### src/rtl/cc_branch_pkg.sv
package cc_branch_pkg;

    typedef enum logic [1:0] {
        KIND_PLAIN = 2'd0,
        KIND_REL   = 2'd1,
        KIND_ABS   = 2'd2,
        KIND_SPARE = 2'd3
    } instr_kind_e;

    // positions inside the flag vector
    localparam int FLAG_ZERO  = 0;
    localparam int FLAG_CARRY = 1;
    localparam int FLAG_NEG   = 2;

    // positions inside the condition field
    localparam int CC_ZCLR = 0;
    localparam int CC_ZSET = 1;
    localparam int CC_FCLR = 2;
    localparam int CC_FSET = 3;
    localparam int CC_FSEL = 4;

    function automatic logic is_branch(input logic [1:0] kind);
        return (kind == KIND_REL) || (kind == KIND_ABS);
    endfunction

endpackage

### src/rtl/cc_cond_eval.sv
module cc_cond_eval
    import cc_branch_pkg::*;
#(
    parameter int CC_W   = 5,
    parameter int FLAG_W = 3
) (
    input  logic [CC_W-1:0]   cond_code,
    input  logic [FLAG_W-1:0] flags,
    output logic              pass
);
    logic zero_f;
    logic sel_f;
    logic zero_ok;
    logic sel_ok;

    always_comb begin
        zero_f  = flags[FLAG_ZERO];
        sel_f   = cond_code[CC_FSEL] ? flags[FLAG_NEG] : flags[FLAG_CARRY];
        zero_ok = !(cond_code[CC_ZCLR] && zero_f) && !(cond_code[CC_ZSET] && !zero_f);
        sel_ok  = !(cond_code[CC_FCLR] && sel_f)  && !(cond_code[CC_FSET] && !sel_f);
        pass    = zero_ok && sel_ok;
    end

endmodule

### src/rtl/cc_target_calc.sv
module cc_target_calc
    import cc_branch_pkg::*;
#(
    parameter int ADDR_W = 24,
    parameter int OFF_W  = 5,
    parameter int REG_W  = 32
) (
    input  logic [1:0]        kind,
    input  logic [ADDR_W-1:0] pc,
    input  logic [OFF_W-1:0]  offset,
    input  logic [REG_W-1:0]  jump_reg,
    output logic [ADDR_W-1:0] dest
);
    localparam int          EXT_W = ADDR_W - OFF_W;
    localparam logic [ADDR_W-1:0] STEP = ADDR_W'(2);

    logic [ADDR_W-1:0] off_ext;
    logic [ADDR_W-1:0] rel_dest;
    logic [ADDR_W-1:0] abs_dest;

    always_comb begin
        off_ext  = {{EXT_W{offset[OFF_W-1]}}, offset};
        rel_dest = pc + STEP + (off_ext << 1);
        abs_dest = {jump_reg[ADDR_W-1:1], 1'b0};
        dest     = (kind == KIND_ABS) ? abs_dest : rel_dest;
    end

endmodule

### src/rtl/cc_slot_seq.sv
module cc_slot_seq
    import cc_branch_pkg::*;
#(
    parameter int              ADDR_W   = 24,
    parameter logic [23:0]     RESET_PC = 24'h0
) (
    input  logic              clk,
    input  logic              rst_n,
    input  logic              instr_valid,
    input  logic              branch_now,
    input  logic              cond_pass,
    input  logic [ADDR_W-1:0] dest,
    output logic [ADDR_W-1:0] pc_o,
    output logic [ADDR_W-1:0] target_o,
    output logic              in_slot_o,
    output logic              taken_o,
    output logic              slot_err_o
);
    localparam logic [ADDR_W-1:0] STEP = ADDR_W'(2);

    typedef struct packed {
        logic [ADDR_W-1:0] pc;
        logic [ADDR_W-1:0] target;
        logic              in_slot;
        logic              taken;
        logic              slot_err;
    } seq_state_t;

    seq_state_t state_d;
    seq_state_t state_q;

    always_comb begin
        state_d          = state_q;
        state_d.taken    = 1'b0;
        state_d.slot_err = 1'b0;
        if (instr_valid) begin
            if (state_q.in_slot) begin
                state_d.pc       = state_q.target;
                state_d.in_slot  = 1'b0;
                state_d.slot_err = branch_now;
            end else if (branch_now && cond_pass) begin
                state_d.pc      = state_q.pc + STEP;
                state_d.target  = dest;
                state_d.in_slot = 1'b1;
                state_d.taken   = 1'b1;
            end else begin
                state_d.pc = state_q.pc + STEP;
            end
        end
    end

    always_ff @(posedge clk) begin
        if (!rst_n) begin
            state_q.pc       <= ADDR_W'(RESET_PC);
            state_q.target   <= '0;
            state_q.in_slot  <= 1'b0;
            state_q.taken    <= 1'b0;
            state_q.slot_err <= 1'b0;
        end else begin
            state_q <= state_d;
        end
    end

    assign pc_o       = state_q.pc;
    assign target_o   = state_q.target;
    assign in_slot_o  = state_q.in_slot;
    assign taken_o    = state_q.taken;
    assign slot_err_o = state_q.slot_err;

endmodule

### src/rtl/cc_branch_unit.sv
module cc_branch_unit
    import cc_branch_pkg::*;
#(
    parameter int          ADDR_W   = 24,
    parameter int          OFF_W    = 5,
    parameter int          CC_W     = 5,
    parameter int          FLAG_W   = 3,
    parameter int          REG_W    = 32,
    parameter logic [23:0] RESET_PC = 24'h0
) (
    input  logic              clk,
    input  logic              rst_n,
    input  logic              instr_valid,
    input  logic [1:0]        instr_kind,
    input  logic [CC_W-1:0]   cond_code,
    input  logic [OFF_W-1:0]  rel_offset,
    input  logic [REG_W-1:0]  jump_reg,
    input  logic [FLAG_W-1:0] flags,
    output logic [ADDR_W-1:0] pc,
    output logic              taken,
    output logic [ADDR_W-1:0] target,
    output logic              in_slot,
    output logic              slot_error
);
    logic              cond_pass;
    logic [ADDR_W-1:0] dest;
    logic              branch_now;

    assign branch_now = is_branch(instr_kind);

    cc_cond_eval #(.CC_W(CC_W), .FLAG_W(FLAG_W)) u_cond (
        .cond_code (cond_code),
        .flags     (flags),
        .pass      (cond_pass)
    );

    cc_target_calc #(.ADDR_W(ADDR_W), .OFF_W(OFF_W), .REG_W(REG_W)) u_tgt (
        .kind     (instr_kind),
        .pc       (pc),
        .offset   (rel_offset),
        .jump_reg (jump_reg),
        .dest     (dest)
    );

    cc_slot_seq #(.ADDR_W(ADDR_W), .RESET_PC(RESET_PC)) u_seq (
        .clk         (clk),
        .rst_n       (rst_n),
        .instr_valid (instr_valid),
        .branch_now  (branch_now),
        .cond_pass   (cond_pass),
        .dest        (dest),
        .pc_o        (pc),
        .target_o    (target),
        .in_slot_o   (in_slot),
        .taken_o     (taken),
        .slot_err_o  (slot_error)
    );

endmodule

### config.mk
export PLATFORM = sky130hd
export DESIGN_NAME = cc_branch_unit
export DESIGN_NICKNAME = d
export VERILOG_FILES = /design/src/rtl/cc_branch_pkg.sv /design/src/rtl/cc_cond_eval.sv /design/src/rtl/cc_target_calc.sv /design/src/rtl/cc_slot_seq.sv /design/src/rtl/cc_branch_unit.sv
export SDC_FILE = /design/constraint.sdc
export NUM_CORES = 1
export LEC_CHECK = 0
export ABC_CLOCK_PERIOD_IN_PS = 3500
export BUFFER_PORTS_ARGS = -buffer_cell sky130_fd_sc_hd__buf_4
export CAP_MARGIN = 25
export CORE_ASPECT_RATIO = 0.75
export CORE_MARGIN = 3
export CORE_UTILIZATION = 55
export CTS_CLUSTER_DIAMETER = 30
export DETAILED_ROUTE_END_ITERATION = 8
export PLACE_DENSITY_LB_ADDON = 0.08
export SLEW_MARGIN = 10
export SYNTH_ARGS = -nofsm -noshare
export SYNTH_HDL_FRONTEND = slang
export SYNTH_HIERARCHICAL = 1
export SYNTH_SLANG_ARGS = --single-unit
### constraint.sdc
create_clock -name clk -period 3.5 [get_ports clk]
set_input_delay 0.7 -clock clk [delete_from_list [all_inputs] [get_ports clk]]
set_output_delay 0.7 -clock clk [all_outputs]
set_load 0.05 [all_outputs]
## After elaboration in Yosys (flattened, before gate mapping)

Index checks and enable logic that the tools add are counted.

- Flip-flop bits (word level): 51
- Input port bits: 50
- Word-level logic and storage cells: 35

- $add $sub $neg: 2
- Equality and inequality tests: 2
- Multiplexer cells: 5
- Bitwise gates (word level): 3
- Reductions and logical operators: 18

Operator list:

| operator | number |
|---|---|
| 24-bit two-way mux | 2 |
| 24-bit by 2-bit adder with 24-bit output, second input constant | 1 |
| 24-bit adder | 1 |
| 1-bit logical AND | 8 |
| 1-bit zero test | 6 |
| 3-bit AND reduction | 2 |
| 1-bit NOT | 3 |
| 3-bit OR reduction | 1 |
| 2-bit by 1-bit == test with 1-bit output, second input constant | 1 |
| 2-bit == test, second input constant | 1 |
| 1-bit two-way mux | 2 |
| 2-bit two-way mux | 1 |
| 1-bit logical OR | 1 |

## Longest topological paths before layout

- Depth after elaboration: 9
- Depth in mapped cells: 13
- Mapped depth without buffers: 13

## Modules after synthesis

The synthesis kept the hierarchy.

By module, submodules not included:

| module | times used | cells an instance | area an instance (um^2) |
|---|---|---|---|
| cc_slot_seq | 1 | 296 | 2354.8 |
| cc_target_calc | 1 | 250 | 1829.3 |
| cc_cond_eval | 1 | 4 | 40.0 |
| cc_branch_unit | 1 | 1 | 8.8 |

## Worst setup path after synthesis

OpenSTA, ideal clock, no wires.

- Kind: register -> register
- Start: register u_seq/pc_o[6] (netlist name)
- End: register u_seq/target_o[23] (netlist name)
- Setup time: 70 ps
- Data arrival time: 2833 ps
- Data required time: 3430 ps
- Setup slack: 596 ps
- Cell stages (with the launch flop): 11
- Buffers on the path: 0
- Cells stage by stage: dfxtp_1 > ha_1 > ha_1 > nand2_1 > or3b_4 > a2111oi_4 > nor4b_4 > and4_4 > nor3_2 > nand2_1 > a21oi_1

- Cells in the longest elaborated chain, start to end: 3

RTL lines:

| what | line | RTL |
|---|---|---|
| 24-bit by 2-bit adder with 24-bit output | cc_target_calc.sv:23 | `rel_dest = pc + STEP + (off_ext << 1);` |
| 24-bit adder | cc_target_calc.sv:23 |  |
| 24-bit two-way mux | cc_target_calc.sv:25 | `dest = (kind == KIND_ABS) ? abs_dest : rel_dest;` |
| named net dest[23] | cc_branch_unit.sv:26 | `logic [ADDR_W-1:0] dest;` |

The timed path passes the listed nets, and every way through them passes these cells.
A chain may end at the register's enable or synchronous reset.

## Worst setup path after layout

- Start: input rel_offset[1]
- End: register u_seq/target_o[20] (netlist name)

- Cells in the longest elaborated chain, start to end: 2

RTL lines:

| what | line | RTL |
|---|---|---|
| from (decl) | cc_branch_unit.sv:16 | `input logic [OFF_W-1:0] rel_offset,` |
| 24-bit adder | cc_target_calc.sv:23 |  |
| 24-bit two-way mux | cc_target_calc.sv:25 |  |
| named net dest[20] | cc_branch_unit.sv:26 |  |

The timed path passes the listed nets, and every way through them passes these cells.

==> out/metrics.csv <==
metric;value;unit
avg_synthesized_cell_area;7.68;um2
portion_of_the_post_synthesis_area_used_by_sequential_elements;24.1;%
die_w;107;um
min_period_over_period;93.2;%
grt_max_degree;36;
gpl.final_weighted_congestion;0.964;
worst_hold_path.num_cells;2;
reg2regPathDepth;12;
worstSetupStartpointType;input pin;
synthTopCellsByArea;dfxtp_1, ha_1, a21oi_1, nand2_1, nor2_1;
vdd_drop_max;0.000197;V
avgRoutedWirePerCell;18.0;um
timing.max_slew.rel_slack;56.7;%
place_hpwl;10100;um
remaining_drc_errors;0;
cp_data_arrival_time;3.50;ns
r2r_setup_slack;0.35;ns
placement.io_buffers;91;
holdBufCountCts;0;
final_util;70.5;%
setup_viol_count_final;0;
initialDrtViolationCount;529;
synth_most_common_cell;nand2_1;
route.final.wire_length;13500;um
drt-pass1-iter-count;5;
timing.critical_path.to_type;register;
final_period_minus_worst_setup_slack;3.26;ns
finalHoldViolations;0;
post_cts_resized;0;
clock_insertion_delay_worst_skew;0.31;ns
regToRegStartpoint;u_seq/pc_o[2]$_SDFFE_PN0P_;
fillCellCount;627;
worst_pin_slew;0.649;ns
post_synth_inst_count;551;
worst_r2r_endpoint;u_seq/target_o[20]$_SDFFE_PN0P_;
die-area;0.00880;mm2
timing.fmax;307;MHz
synth_top_area_share;24.1;%
synth-warning-count;6;
drt.antenna.violating_nets;0;
finalMaxSlewViolations;0;
synth-seq-cells;51;
cell_variety_after_synth;74;
cts_sinks;51;
final_area;0.00521;mm2
timing.critical_path.from;rel_offset[1];
cts.reportedPaths.clkPinSlew;0.09;ns
die_height;82.0;um
power-per-cell-area;288;mW/mm2
synth_top_cell_by_area;dfxtp_1;
synth_nets;646;
multi_input_comb_area;0.00301;mm2
async_flop_share;0;%
hold_start;u_seq/target_o[19]$_SDFFE_PN0P_;
num_vias;4616;
rsz0062_at_grt;false;
grt_antenna_before_repair;0;
power.leakage;2.34;nW
cts_htree_levels;2;
cts_buffer_depth;2;
start_util;57.2;%
drv.max_cap_violation_count;0;
yosys-top-cells-count;nand2_1, a21oi_1, dfxtp_1, ha_1, nor2_1;
num_io_pins;101;
final-seq-area;0.00102;mm2
timing.setup.critical_path_class;input pin to register;
timing.critical_path.required;3.74;ns
tritoncts_clock_tree;built;
first_pass_grt_wire_length;21000;um
cts_setup_buffers;0;
antenna-diode-count;0;
hold_path.class;register to register;
overflow;0;
result_of_the_run;completed;
finalClockSkew;0.00802;ns
via_count_of_the_first_global_routing_pass;4272;
timing.hold.worst_endpoint;u_seq/target_o[19]$_SDFFE_PN0P_;
synth-edff-count;0;
cts_made_buffers;5;
drive_gt1_share;23.3;%
area_delta_synth_final;23.2;%
critical_path_peak_fanout;3;
core-area;0.00740;mm2
placementRows;27;
postPlaceCellArea;0.00508;mm2
synth-main-ff-cell;dfxtp_1;
synth.cell_area;0.00423;mm2
ctsRootBufferMaster;clkbuf_8;
finalNetCount;739;
vias_per_cell;6.19;
grt_use_total;30.3;%
stage by stage:
stage / hold slack, ns / worst slack [ns] / setup TNS [ns] / instances / total power, mW
after floorplan: 0.681 / 0.596 / 0 / 551 / 0.884
after global placement: 0.461 / 0.137 / 0 / 738 / 1.00
after detailed placement: 0.466 / -0.00155 / -0.00155 / 738 / 1.01
after CTS: 0.479 / 0.301 / 0 / 746 / 1.49
after global routing: 0.508 / 0.149 / 0 / 746 / 1.56
final: 0.483 / 0.238 / 0 / 746 / 1.50
layout by cell type (no fill, tap or decap), types with 3 or more instances in the layout:
cell and count:
clkbuf_8 5, nor2b_1 3, xor2_1 10, nand2_1 94, and2_1 5, dfxtp_1 51, nor4_1 4, o21ai_1 3
o221ai_1 8, buf_4 118, a22oi_1 7, nand3_1 21, a211oi_1 7, nand4_1 6, a21oi_1 71, nor3b_1 3
nor2_1 37, a31oi_1 6, ha_1 44, and3_2 3, inv_1 9, and4_1 5, a21o_1 7, and3_1 8
mux2i_1 8, nand2b_1 3, nor3_1 5, xnor2_1 7, a22o_1 5, o21ai_0 25, o22ai_1 3, o211ai_1 4
cells by family (layout without fill, tap and decap cells):
family                     Yosys count  in the layout  share of synthesized area, %
and+or+nand+nor                    221            221                          26.9
AOI/OAI and AO/OA                  165            165                          24.9
DFF                                 51             51                          24.1
adders and majority gates           45             45                          13.5
buffers and inverters               43            137                          4.91
xor gates and xnor gates            17             17                          3.52
muxes                                9              9                          2.16
layer usage:
metal  share of wire, %  track usage, %  routed length, um
met1                 44            41.0               5950
met2                 45            48.8               6040
met3                8.5            4.87               1150
met4                2.3            11.5                312
met5                  0               0                  0
worst max path at each step:
stage	endpoint	slack, ns	cells past startpoint
floorplan	u_seq/target_o[23]$_SDFFE_PN0P_	0.60	10
finish	u_seq/target_o[20]$_SDFFE_PN0P_	0.24	13
global route	u_seq/target_o[20]$_SDFFE_PN0P_	0.15	13
detailed placement	u_seq/target_o[20]$_SDFFE_PN0P_	-0.002	13
CTS	u_seq/target_o[20]$_SDFFE_PN0P_	0.30	13
global placement	u_seq/target_o[20]$_SDFFE_PN0P_	0.14	13
worst max-delay path, cell delays in order:
cell and delay, ns:
buf_4 0.11, ha_1 0.29, ha_1 0.23, fa_1 0.41, a21oi_1 0.29, o21ai_0 0.26
a22oi_1 0.24, buf_4 0.17, o21ai_1 0.12, nand4_1 0.11, nor3b_1 0.32, nand2_1 0.10
a21oi_1 0.13
registers in the layout (all words and copies together), names as in the netlist:
| name | cells |
|---|---|
| u_seq/in_slot_o | 1 |
| u_seq/pc_o | 24 |
| u_seq/slot_err_o | 1 |
| u_seq/taken_o | 1 |
| u_seq/target_o | 24 |
layout make-up:
cell class,count,area share [%]
Multi-Input combinational cell,457,57.7
Inverter,11,0.792
Timing Repair Buffer,118,17.0
Sequential cell,51,19.6
Clock buffer,6,1.39
Tap cell,101,2.42
Clock inverter,2,1.15
power breakdown:
part	switching [mW]	internal, mW
clock	0.207	0.286
combinational	0.239	0.152
sequential	0.0211	0.596
total	0.467	1.03
(Power assumes the default switching activity.)
